==> src/rtl/smb_cfg_pkg.sv <==
// Shared types for the two-wire configuration slave.
package smb_cfg_pkg;
    // link-layer phase of the protocol engine
    typedef enum logic [2:0] {
        ST_IDLE, ST_RX, ST_ACK, ST_TX, ST_MACK, ST_WAIT
    } link_st_t;

    // meaning of the byte currently being received
    typedef enum logic [1:0] {
        RX_ADDR, RX_CMD, RX_CNT, RX_DATA
    } rx_kind_t;

    localparam int BYTE_W = 8;
    localparam int PTR_W  = 7;   // width of the command offset field
endpackage

==> src/rtl/smb_pad_sync.sv <==
// Pad synchronizer and bus-event detector.
// Brings SCL and SDA through SYNC_STAGES flops, then flags SCL edges and
// start (SDA falls while SCL high) / stop (SDA rises while SCL high).
// Assumes the system clock is several times faster than SCL.
module smb_pad_sync #(
    parameter int SYNC_STAGES = 2
) (
    input  logic clk,
    input  logic rst_n,
    input  logic scl_i,
    input  logic sda_i,
    output logic scl_s,
    output logic sda_s,
    output logic scl_rise,
    output logic scl_fall,
    output logic start_det,
    output logic stop_det
);
    localparam int PIPE_W = SYNC_STAGES + 1;

    logic [PIPE_W-1:0] scl_pipe;
    logic [PIPE_W-1:0] sda_pipe;
    logic              scl_prev;
    logic              sda_prev;

    // shift pad levels through the synchronizer chain; idle bus is high
    always_ff @(posedge clk) begin
        if (!rst_n) begin
            scl_pipe <= '1;
            sda_pipe <= '1;
        end else begin
            scl_pipe <= {scl_pipe[PIPE_W-2:0], scl_i};
            sda_pipe <= {sda_pipe[PIPE_W-2:0], sda_i};
        end
    end

    assign scl_s    = scl_pipe[SYNC_STAGES-1];
    assign sda_s    = sda_pipe[SYNC_STAGES-1];
    assign scl_prev = scl_pipe[SYNC_STAGES];
    assign sda_prev = sda_pipe[SYNC_STAGES];

    // edge and bus-condition decode on the synchronized levels
    always_comb begin
        scl_rise  = scl_s & ~scl_prev;
        scl_fall  = ~scl_s & scl_prev;
        start_det = scl_s & scl_prev & sda_prev & ~sda_s;
        stop_det  = scl_s & scl_prev & ~sda_prev & sda_s;
    end
endmodule

==> src/rtl/smb_cfg_bank.sv <==
// Configuration register bank.
// Holds NUM_REGS bytes loaded from DEFAULTS at reset, takes one byte write
// per cycle from the protocol engine and offers a combinational read port.
// Read of an index past the bank returns zero.
module smb_cfg_bank
    import smb_cfg_pkg::*;
#(
    parameter int NUM_REGS = 8,
    parameter logic [NUM_REGS*BYTE_W-1:0] DEFAULTS = '0
) (
    input  logic                       clk,
    input  logic                       rst_n,
    input  logic                       wr_en,
    input  logic [PTR_W-1:0]           wr_idx,
    input  logic [BYTE_W-1:0]          wr_data,
    input  logic [PTR_W-1:0]           rd_idx,
    output logic [BYTE_W-1:0]          rd_data,
    output logic [NUM_REGS*BYTE_W-1:0] bank_o
);
    localparam logic [PTR_W-1:0] LAST_IDX = PTR_W'(NUM_REGS - 1);

    logic [NUM_REGS*BYTE_W-1:0] bank_q;

    // load defaults at reset, else update the addressed byte
    always_ff @(posedge clk) begin
        if (!rst_n) begin
            bank_q <= DEFAULTS;
        end else if (wr_en) begin
            for (int i = 0; i < NUM_REGS; i++) begin
                if (wr_idx == PTR_W'(i)) bank_q[i*BYTE_W +: BYTE_W] <= wr_data;
            end
        end
    end

    // read multiplexer
    always_comb begin
        rd_data = '0;
        for (int i = 0; i < NUM_REGS; i++) begin
            if (rd_idx == PTR_W'(i)) rd_data = bank_q[i*BYTE_W +: BYTE_W];
        end
    end

    assign bank_o = bank_q;


    wr_range_chk: assert property (@(posedge clk) disable iff (!rst_n)
        wr_en |-> (wr_idx <= LAST_IDX));
endmodule

==> src/rtl/smb_link_fsm.sv <==
// Protocol engine of the two-wire slave.
// Receives address, command, count and data bytes on SCL rising edges,
// drives acknowledge and read data after SCL falling edges. Start and stop
// conditions override any phase. Assumes synchronized inputs from
// smb_pad_sync and a bank of NUM_REGS bytes behind rd_/wr_ ports.
module smb_link_fsm
    import smb_cfg_pkg::*;
#(
    parameter int              NUM_REGS = 8,
    parameter logic [6:0]      DEV_ADDR = 7'h69
) (
    input  logic              clk,
    input  logic              rst_n,
    input  logic              scl_s,
    input  logic              sda_s,
    input  logic              scl_rise,
    input  logic              scl_fall,
    input  logic              start_det,
    input  logic              stop_det,
    input  logic              skip_count,
    input  logic [BYTE_W-1:0] rd_data,
    output logic [PTR_W-1:0]  rd_idx,
    output logic              wr_en,
    output logic [PTR_W-1:0]  wr_idx,
    output logic [BYTE_W-1:0] wr_data,
    output logic              sda_oe
);
    localparam logic [PTR_W-1:0]  LAST_IDX   = PTR_W'(NUM_REGS - 1);
    localparam logic [PTR_W-1:0]  PTR_MAX    = '1;
    localparam logic [BYTE_W-1:0] COUNT_BYTE = BYTE_W'(NUM_REGS);
    localparam logic [3:0]        BITS_DONE  = 4'd8;

    link_st_t          state;
    rx_kind_t          kind;
    logic [3:0]        bit_cnt;
    logic [BYTE_W-1:0] rx_sh;
    logic [BYTE_W-1:0] tx_sh;
    logic [PTR_W-1:0]  ptr;
    logic              blk_mode;
    logic              to_tx;
    logic              cnt_pend;
    logic              mack_nack;
    logic [BYTE_W-1:0] tx_byte;

    // next byte to transmit: pending count, else the addressed register
    assign tx_byte = cnt_pend ? COUNT_BYTE : rd_data;
    assign rd_idx  = ptr;

    // protocol sequencing, one transition per synchronized bus event
    always_ff @(posedge clk) begin
        if (!rst_n) begin
            state     <= ST_IDLE;
            kind      <= RX_ADDR;
            bit_cnt   <= '0;
            rx_sh     <= '0;
            tx_sh     <= '0;
            ptr       <= '0;
            blk_mode  <= 1'b0;
            to_tx     <= 1'b0;
            cnt_pend  <= 1'b0;
            mack_nack <= 1'b0;
            sda_oe    <= 1'b0;
            wr_en     <= 1'b0;
            wr_idx    <= '0;
            wr_data   <= '0;
        end else begin
            wr_en <= 1'b0;
            if (start_det) begin
                state   <= ST_RX;
                kind    <= RX_ADDR;
                bit_cnt <= '0;
                sda_oe  <= 1'b0;
            end else if (stop_det) begin
                state  <= ST_IDLE;
                sda_oe <= 1'b0;
            end else begin
                case (state)
                    ST_RX: begin
                        if (scl_rise && bit_cnt != BITS_DONE) begin
                            rx_sh   <= {rx_sh[BYTE_W-2:0], sda_s};
                            bit_cnt <= bit_cnt + 4'd1;
                        end else if (scl_fall && bit_cnt == BITS_DONE) begin
                            bit_cnt <= '0;
                            to_tx   <= 1'b0;
                            case (kind)
                                RX_ADDR: begin
                                    if (rx_sh[7:1] == DEV_ADDR) begin
                                        sda_oe <= 1'b1;
                                        state  <= ST_ACK;
                                        if (rx_sh[0]) begin
                                            to_tx    <= 1'b1;
                                            cnt_pend <= blk_mode & ~skip_count;
                                            if (blk_mode) ptr <= '0;
                                        end else begin
                                            kind <= RX_CMD;
                                        end
                                    end else begin
                                        state <= ST_WAIT;
                                    end
                                end
                                RX_CMD: begin
                                    blk_mode <= ~rx_sh[7];
                                    ptr      <= rx_sh[7] ? rx_sh[6:0] : '0;
                                    kind     <= (rx_sh[7] || skip_count) ? RX_DATA : RX_CNT;
                                    sda_oe   <= 1'b1;
                                    state    <= ST_ACK;
                                end
                                RX_CNT: begin
                                    kind   <= RX_DATA;
                                    sda_oe <= 1'b1;
                                    state  <= ST_ACK;
                                end
                                default: begin
                                    if (ptr <= LAST_IDX) wr_en <= 1'b1;
                                    wr_idx  <= ptr;
                                    wr_data <= rx_sh;
                                    if (ptr != PTR_MAX) ptr <= ptr + 1'b1;
                                    sda_oe  <= 1'b1;
                                    state   <= ST_ACK;
                                end
                            endcase
                        end
                    end
                    ST_ACK: begin
                        if (scl_fall) begin
                            if (to_tx) begin
                                tx_sh   <= {tx_byte[BYTE_W-2:0], 1'b0};
                                sda_oe  <= ~tx_byte[BYTE_W-1];
                                bit_cnt <= 4'd1;
                                if (cnt_pend) cnt_pend <= 1'b0;
                                else if (ptr != PTR_MAX) ptr <= ptr + 1'b1;
                                state   <= ST_TX;
                            end else begin
                                sda_oe <= 1'b0;
                                state  <= ST_RX;
                            end
                        end
                    end
                    ST_TX: begin
                        if (scl_fall) begin
                            if (bit_cnt == BITS_DONE) begin
                                sda_oe <= 1'b0;
                                state  <= ST_MACK;
                            end else begin
                                sda_oe  <= ~tx_sh[BYTE_W-1];
                                tx_sh   <= {tx_sh[BYTE_W-2:0], 1'b0};
                                bit_cnt <= bit_cnt + 4'd1;
                            end
                        end
                    end
                    ST_MACK: begin
                        if (scl_rise) begin
                            mack_nack <= sda_s;
                        end else if (scl_fall) begin
                            if (mack_nack) begin
                                state <= ST_WAIT;
                            end else begin
                                tx_sh   <= {tx_byte[BYTE_W-2:0], 1'b0};
                                sda_oe  <= ~tx_byte[BYTE_W-1];
                                bit_cnt <= 4'd1;
                                if (cnt_pend) cnt_pend <= 1'b0;
                                else if (ptr != PTR_MAX) ptr <= ptr + 1'b1;
                                state   <= ST_TX;
                            end
                        end
                    end
                    default: ;
                endcase
            end
        end
    end


    oe_scl_high_chk: assert property (@(posedge clk) disable iff (!rst_n)
        (scl_s && $past(scl_s)) |-> $stable(sda_oe));


    oe_phase_chk: assert property (@(posedge clk) disable iff (!rst_n)
        sda_oe |-> (state == ST_ACK || state == ST_TX));


    nomatch_chk: assert property (@(posedge clk) disable iff (!rst_n)
        (state == ST_RX && kind == RX_ADDR && scl_fall && bit_cnt == BITS_DONE &&
         rx_sh[7:1] != DEV_ADDR && !start_det && !stop_det)
        |=> (state == ST_WAIT && !sda_oe));


    nack_release_chk: assert property (@(posedge clk) disable iff (!rst_n)
        (state == ST_MACK && mack_nack && scl_fall && !start_det && !stop_det)
        |=> (state == ST_WAIT && !sda_oe));
endmodule

==> src/rtl/smb_cfg_slave.sv <==
// Top of the two-wire configuration slave.
// Connects pad synchronizer, protocol engine and register bank. SDA is
// open-drain: sda_oe_o = 1 pulls the pad low. Register contents appear in
// parallel on regs_o. Assumes clk is at least 8x the SCL rate.
module smb_cfg_slave
    import smb_cfg_pkg::*;
#(
    parameter int         NUM_REGS    = 8,
    parameter logic [6:0] DEV_ADDR    = 7'h69,
    parameter int         SYNC_STAGES = 2,
    parameter logic [NUM_REGS*BYTE_W-1:0] DEFAULTS = 64'hF7F6_F5F4_F3F2_F1F0
) (
    input  logic                       clk,
    input  logic                       rst_n,
    input  logic                       scl_i,
    input  logic                       sda_i,
    input  logic                       skip_count_i,
    output logic                       sda_oe_o,
    output logic [NUM_REGS*BYTE_W-1:0] regs_o
);
    logic              scl_s, sda_s, scl_rise, scl_fall, start_det, stop_det;
    logic              wr_en;
    logic [PTR_W-1:0]  wr_idx, rd_idx;
    logic [BYTE_W-1:0] wr_data, rd_data;

    smb_pad_sync #(.SYNC_STAGES(SYNC_STAGES)) u_sync (
        .clk(clk), .rst_n(rst_n), .scl_i(scl_i), .sda_i(sda_i),
        .scl_s(scl_s), .sda_s(sda_s), .scl_rise(scl_rise), .scl_fall(scl_fall),
        .start_det(start_det), .stop_det(stop_det)
    );

    smb_link_fsm #(.NUM_REGS(NUM_REGS), .DEV_ADDR(DEV_ADDR)) u_fsm (
        .clk(clk), .rst_n(rst_n), .scl_s(scl_s), .sda_s(sda_s),
        .scl_rise(scl_rise), .scl_fall(scl_fall),
        .start_det(start_det), .stop_det(stop_det), .skip_count(skip_count_i),
        .rd_data(rd_data), .rd_idx(rd_idx), .wr_en(wr_en), .wr_idx(wr_idx),
        .wr_data(wr_data), .sda_oe(sda_oe_o)
    );

    smb_cfg_bank #(.NUM_REGS(NUM_REGS), .DEFAULTS(DEFAULTS)) u_bank (
        .clk(clk), .rst_n(rst_n), .wr_en(wr_en), .wr_idx(wr_idx),
        .wr_data(wr_data), .rd_idx(rd_idx), .rd_data(rd_data), .bank_o(regs_o)
    );
endmodule

==> config.mk <==
export PLATFORM = sky130hd
export DESIGN_NAME = smb_cfg_slave
export DESIGN_NICKNAME = d
export VERILOG_FILES = /design/src/rtl/smb_cfg_pkg.sv /design/src/rtl/smb_pad_sync.sv /design/src/rtl/smb_cfg_bank.sv /design/src/rtl/smb_link_fsm.sv /design/src/rtl/smb_cfg_slave.sv
export SDC_FILE = /design/constraint.sdc
export NUM_CORES = 1
export LEC_CHECK = 0
export ABC_AREA = 1
export BUFFER_PORTS_ARGS = -buffer_cell sky130_fd_sc_hd__buf_4
export CORE_MARGIN = 2
export CORE_UTILIZATION = 35
export CTS_CLUSTER_DIAMETER = 200
export CTS_CLUSTER_SIZE = 16
export DETAILED_ROUTE_END_ITERATION = 6
export SYNTH_ARGS = -nofsm -noshare
export SYNTH_HDL_FRONTEND = slang
export SYNTH_SLANG_ARGS = --single-unit
==> constraint.sdc <==
create_clock -name clk -period 4.86 [get_ports clk]
set_clock_uncertainty 0.15 [all_clocks]
set_input_delay 0.243 -clock clk [delete_from_list [all_inputs] [get_ports clk]]
set_output_delay 0.243 -clock clk [all_outputs]
set_load 0.05 [all_outputs]
# Word level (Yosys, flattened, before mapping)
# Cells that the tools add are included.
[totals]
elab_cells = 225
input_bits = 5
register_bits = 123
[op_classes]
order_cmp = 1
n_reduce_logical = 36
eq_ne = 51
addsub = 2
n_bitwise = 23
mux = 87
[ops]
columns = ["operator", "n"]
rows = [
  ["2-to-1 mux 8 bit", 16],
  ["2-to-1 mux 7 bit", 13],
  ["equality test 7 x 3 -> 1 bit (second input constant)", 8],
  ["one-hot mux 7 bit (3 select lines)", 2],
  ["2-to-1 mux 4 bit", 9],
  ["2-to-1 mux 3 bit", 10],
  ["equality test 7 x 2 -> 1 bit (second input constant)", 4],
  ["2-to-1 mux 1 bit", 28],
  ["one-hot mux 8 bit (3 select lines)", 1],
  ["!= test 2 x 1 -> 1 bit (second input constant)", 10],
  ["!= test 4 x 3 -> 1 bit (second input constant)", 5],
  ["AND reduction 10 bit", 2],
  ["one-hot mux 4 bit (4 select lines)", 1],
  ["AND reduction 2 bit", 8],
  ["AND reduction 8 bit", 2],
  ["NOT 1 bit", 15],
  ["equality test 7 x 1 -> 1 bit (second input constant)", 2],
  ["logical NOT 7 bit", 2],
  ["AND reduction 14 bit", 1],
  ["AND reduction 13 bit", 1],
  ["!= test 2 bit (second input constant)", 6],
  ["!= test 4 bit (second input constant)", 3],
  ["one-hot mux 3 bit (4 select lines)", 1],
  ["AND reduction 6 bit", 2],
  ["other kinds (31)", 48],
]

# Logic depth before layout (Yosys ltp)
[logic_depth]
ltp_word = 15
depth_mapped = 16
ltp_nobuf = 16

# Cells and area by module
# From an unflattened synthesis, not the netlist that was laid out.
[unflattened]
cells_unflattened = 908
hier_area_um2 = 6543.8
[by_module_without_submodules]
columns = ["module", "area_each_um2", "cells_each", "n_inst"]
rows = [
  ["smb_link_fsm", 3329.4, 502, 1],
  ["smb_cfg_bank", 3015.4, 379, 1],
  ["smb_pad_sync", 198.9, 27, 1],
]

# Worst setup path after synthesis
# Ideal clock, no wire load.
[synth_timing]
path_type = "register to register"
start = "register u_fsm.bit_cnt[0]"
end = "register u_fsm.tx_sh[2]"
slack_ns = 2.984
t_arrival_ns = 1.607
stages_incl_launch_ff = 11
synth_period_minus_slack_ns = 1.876
path_buffers = 0
path_cell_list = "dfxtp_1 inv_1 ha_1 nand3_1 inv_1 o21ai_0 nand3_2 nor3_4 inv_2 a21oi_1 a21oi_1"
[synth_via]
elab_chain_len = 3
[synth_rtl]
columns = ["item", "line_no", "source"]
rows = [
  ["start: declaration", "smb_link_fsm.sv:35", "logic [3:0] bit_cnt;"],
  ["start signal: assignment", "smb_link_fsm.sv:81", "bit_cnt <= bit_cnt + 4'd1;"],
  ["start signal: assignment", "smb_link_fsm.sv:147", "bit_cnt <= bit_cnt + 4'd1;"],
  ["equality test 4 bit", "smb_link_fsm.sv:141", "if (bit_cnt == BITS_DONE) begin"],
  ["!= test 2 bit (no source line)", "-", ""],
  ["AND reduction 10 bit (no source line)", "-", ""],
  ["end signal: assignment", "smb_link_fsm.sv:127", "tx_sh <= {tx_byte[BYTE_W-2:0], 1'b0};"],
  ["end signal: assignment", "smb_link_fsm.sv:146", "tx_sh <= {tx_sh[BYTE_W-2:0], 1'b0};"],
  ["end signal: assignment", "smb_link_fsm.sv:158", "tx_sh <= {tx_byte[BYTE_W-2:0], 1'b0};"],
  ["end: declaration", "smb_link_fsm.sv:37", "logic [BYTE_W-1:0] tx_sh;"],
]
# Every way passes these cells.
# A chain may end at the register's enable or synchronous reset.

# Final worst setup path
[layout_timing]
start = "register u_fsm.bit_cnt[0]"
end = "register u_fsm.bit_cnt[3]"
[layout_via]
elab_chain_len = 4
word_cells_on_any_way = 12
[layout_rtl]
columns = ["item", "line_no", "source"]
rows = [
  ["adder 4 x 1 -> 4 bit (tied with other cells)", "smb_link_fsm.sv:81, smb_link_fsm.sv:147", ""],
  ["2-to-1 mux 4 bit (tied with other cells)", "smb_link_fsm.sv:141", ""],
  ["2-to-1 mux 4 bit (tied with other cells)", "smb_link_fsm.sv:140", "if (scl_fall) begin"],
  ["one-hot mux 4 bit (4 select lines) or AND reduction 10 bit (tied branches)", "-", ""],
]
# Several ways; a longest one is shown, not always the timed one. The select of a mux whose other input is x is not followed.

==> run_results.csv <==
group,metric,value,unit
status,outcome,"finished clean",
logic_synthesis,synth-simple-area-share,0.2215,
timing,hold_violations,0,
clocking,postCtsHoldBufs,3,
placement,dpl.cell_count,1031,
timing,finalCritPeriodShare,0.5516,
timing,fin_crit,2.681,ns
floorplanning,die_y,132.1,um
min_path,min_path_type,"flip-flop to flip-flop",
logic_synthesis,synth_fa_ha_area_frac,0.02178,
logic_synthesis,synth_top_area_share,0.4251,
power,power.switching,1.227,mW
logic_synthesis,yosys_warnings,0,
floorplanning,io-pin-count,70,
detailed_routing,wl_per_cell,14.64,um
timing,drv_slew,0,
layout,instances_no_fill,1064,
layout,antenna_cells,0,
clocking,path_clk_slew,0.05,ns
logic_synthesis,netlist_area,5746,um2
clocking,numCtsBuffers,17,
detailed_routing,vias,5290,
clocking,post_cts_resize_count,0,
clocking,cts-htree-levels,4,
power,peakVddDrop,278.6,uV
logic_synthesis,synth_cells,770,
floorplanning,row_count,46,
placement,placed_cell_area,6425,um2
setup_path,worstPathMaxFanout,11,
grt,grt.total_usage,0.1813,
clocking,cts_root_buffer,"clkbuf_16",
grt,grt_pass1_vias,4756,
detailed_routing,first_pass_iters,5,
power,switching_share,0.3631,
power,p_int,2.153,mW
layout,layout_common_cells,"nand2_1 (149), dfxtp_1 (122), a21oi_1 (103), inv_1 (73), buf_4 (69)",
clocking,cts_tree,"done",
detailed_routing,drcViolationCount,0,
clocking,post_cts_buffers,0,
timing,setup_viol,0,
floorplanning,core,15940,um2
logic_synthesis,synth_area_leader_cell,"dfxtp_1",
logic_synthesis,synth-edff-count,0,
power,p_comb_frac,0.312,
flow_run,maxCapViolations,0,
floorplanning,die_w,132.1,um
logic_synthesis,ys_ff_latch,122,
timing,fmax,0.3730,GHz
logic_synthesis,ys_types,47,
setup_path,cp.required,5.02,ns
setup_path,cp.arrival,2.84,ns
detailed_routing,wl,15.57,mm
logic_synthesis,synth_top_family_by_area,"compound AO/OA/AOI/OAI gates",
placement,io_buffer_count,69,
logic_synthesis,synth.area.mux_share,0,
clocking,clockBufferDepth,2,
grt,gr-total-overflow,0,
timing,worstMarginPinSlew,1.027,ns
logic_synthesis,synthesis.nets,785,
detailed_routing,antenna_left,0,
logic_synthesis,synth_compound_area_frac,0.2478,
logic_synthesis,synth-xor-area-share,0.004573,
detailed_routing,drt_iter0_markers,430,
clocking,cts.sinks,122,
timing,rsz0062_at_grt,"no",
power,p_leak,3.111,nW
power,clkPwrFrac,0.353,
placement,hpwl,11.40,mm
layout,design_area,7012,um2
setup_path,cp-end-kind,"flip-flop",
floorplanning,dieArea,17460,um2
timing,setup_tns,0,ns
clocking,clock_latency,0.42,ns
logic_synthesis,syn_avg_cell_area,7.462,um2
timing,fin_hold_ws,0.2636,ns
logic_synthesis,yosysSeqAreaShare,0.4251,
grt,grt_max_degree,103,
floorplanning,start_util,0.3604,
grt,antenna_found_initial,0,
power,p_seq_frac,0.335,
placement,gp_congestion,0.8222,
power,power_density,482.1,nW/um2
setup_path,startpoint_type,"flip-flop",
setup_path,crit_type,"flip-flop to flip-flop",
layout,nNetsFinal,852,
timing,slew_headroom,0.3129,
layout,final_common_cell,"nand2_1",
layout,drive_above_1_share,0.1710,
logic_synthesis,async_flop_share,0,
power,p_total,3.380,mW
detailed_routing,routed_via_density,4.972,
logic_synthesis,synthTopCellsByArea,"dfxtp_1 (43%), nand2_1 (9.7%), a21oi_1 (9.0%)",
logic_synthesis,synthFlopType,"dfxtp_1",
layout,area_growth,22.04,%
grt,grt_pass1_wl,25.18,mm
area by class of cell:
class / count / area (um2)
timing repair buffer: 72 / 548.0
inverter: 90 / 346.6
tap: 216 / 270.3
sequential: 122 / 2442
clock inverter: 6 / 65.06
multi-input combinational: 534 / 2848
clock buffer: 24 / 491.7
fill: 1644 / 8931
power groups by stage:
stage,clock [mW],sequential (mW),combinational (mW)
floorplan,0,1.14,0.824
global placement,0,1.15,1.05
detailed placement,0,1.15,1.06
CTS,1.22,1.13,1.06
global route,1.26,1.14,1.20
finish,1.19,1.13,1.05
through the flow:
step	setup WS, ns	util
after floorplan	2.984	-
after CTS	2.197	0.4398
after global placement	2.303	0.4030
after global routing	1.934	0.4398
final	2.179	0.4398
after detailed placement	2.256	0.4030
sequential cells by signal, summed over array words and instances (netlist names), 2 cells and up:
register / cells
u_fsm.tx_sh: 7
u_fsm.rx_sh: 8
u_fsm.bit_cnt: 4
u_sync.sda_pipe: 3
u_fsm.state: 3
u_fsm.wr_data: 8
u_fsm.wr_idx: 7
u_fsm.rd_idx: 7
u_bank.bank_o: 64
u_fsm.kind: 2
u_sync.scl_pipe: 3
layer usage:
metal | vias to the layer above | track usage | routed length, um
met1 | 2408 | 0.2386 | 7401
li1 | 2741 | - | -
met3 | 19 | 0.04998 | 759
met2 | 122 | 0.2873 | 7202
met4 | 0 | 0.05978 | 210
met5 | - | 0 | 0
worst paths after layout:
check / slack, ns / cells past startpoint / startpoint / end
min reg2reg: 0.26 / 1 / u_sync.sda_pipe[0]$_SDFF_PN1_ / u_sync.sda_pipe[1]$_SDFF_PN1_
max: 2.18 / 10 / u_fsm.bit_cnt[0]$_SDFFE_PP0P_ / u_fsm.bit_cnt[3]$_SDFFE_PP0P_
max reg2reg: 2.18 / 10 / u_fsm.bit_cnt[0]$_SDFFE_PP0P_ / u_fsm.bit_cnt[3]$_SDFFE_PP0P_
min: 0.26 / 1 / u_sync.sda_pipe[0]$_SDFF_PN1_ / u_sync.sda_pipe[1]$_SDFF_PN1_
worst max-delay path, stage by stage, from the launching register on:
cell     delay [ns]
dfxtp_1        0.37
inv_1          0.07
ha_1           0.19
nand3_1        0.17
nand2_1        0.13
nor2_1         0.51
inv_1          0.32
a21oi_4        0.28
inv_2          0.11
nor3_1         0.19
nor3b_2        0.07
kinds of logic after synthesis:
logic type / Yosys count
buffers and inverters: 114
DFF: 122
xor gates and xnor gates: 3
and+or+nand+nor: 274
adders and majority gates: 10
AOI/OAI and AO/OA: 247
cells in the mapped netlist, drive strengths merged, types with 2 or more instances:
master    n
nor3     13
o211ai   46
a21oi   104
a31oi     4
ha       10
nand2   153
o21ai    83
or2       8
xor2      3
inv      85
clkinv    5
nand3    25
nor4      2
nor2     65
a22oi     3
dfxtp   122
a211oi    2
nand4     7
clkbuf   14
buf      10
No activity file was read; power rests on OpenSTA's default activity.
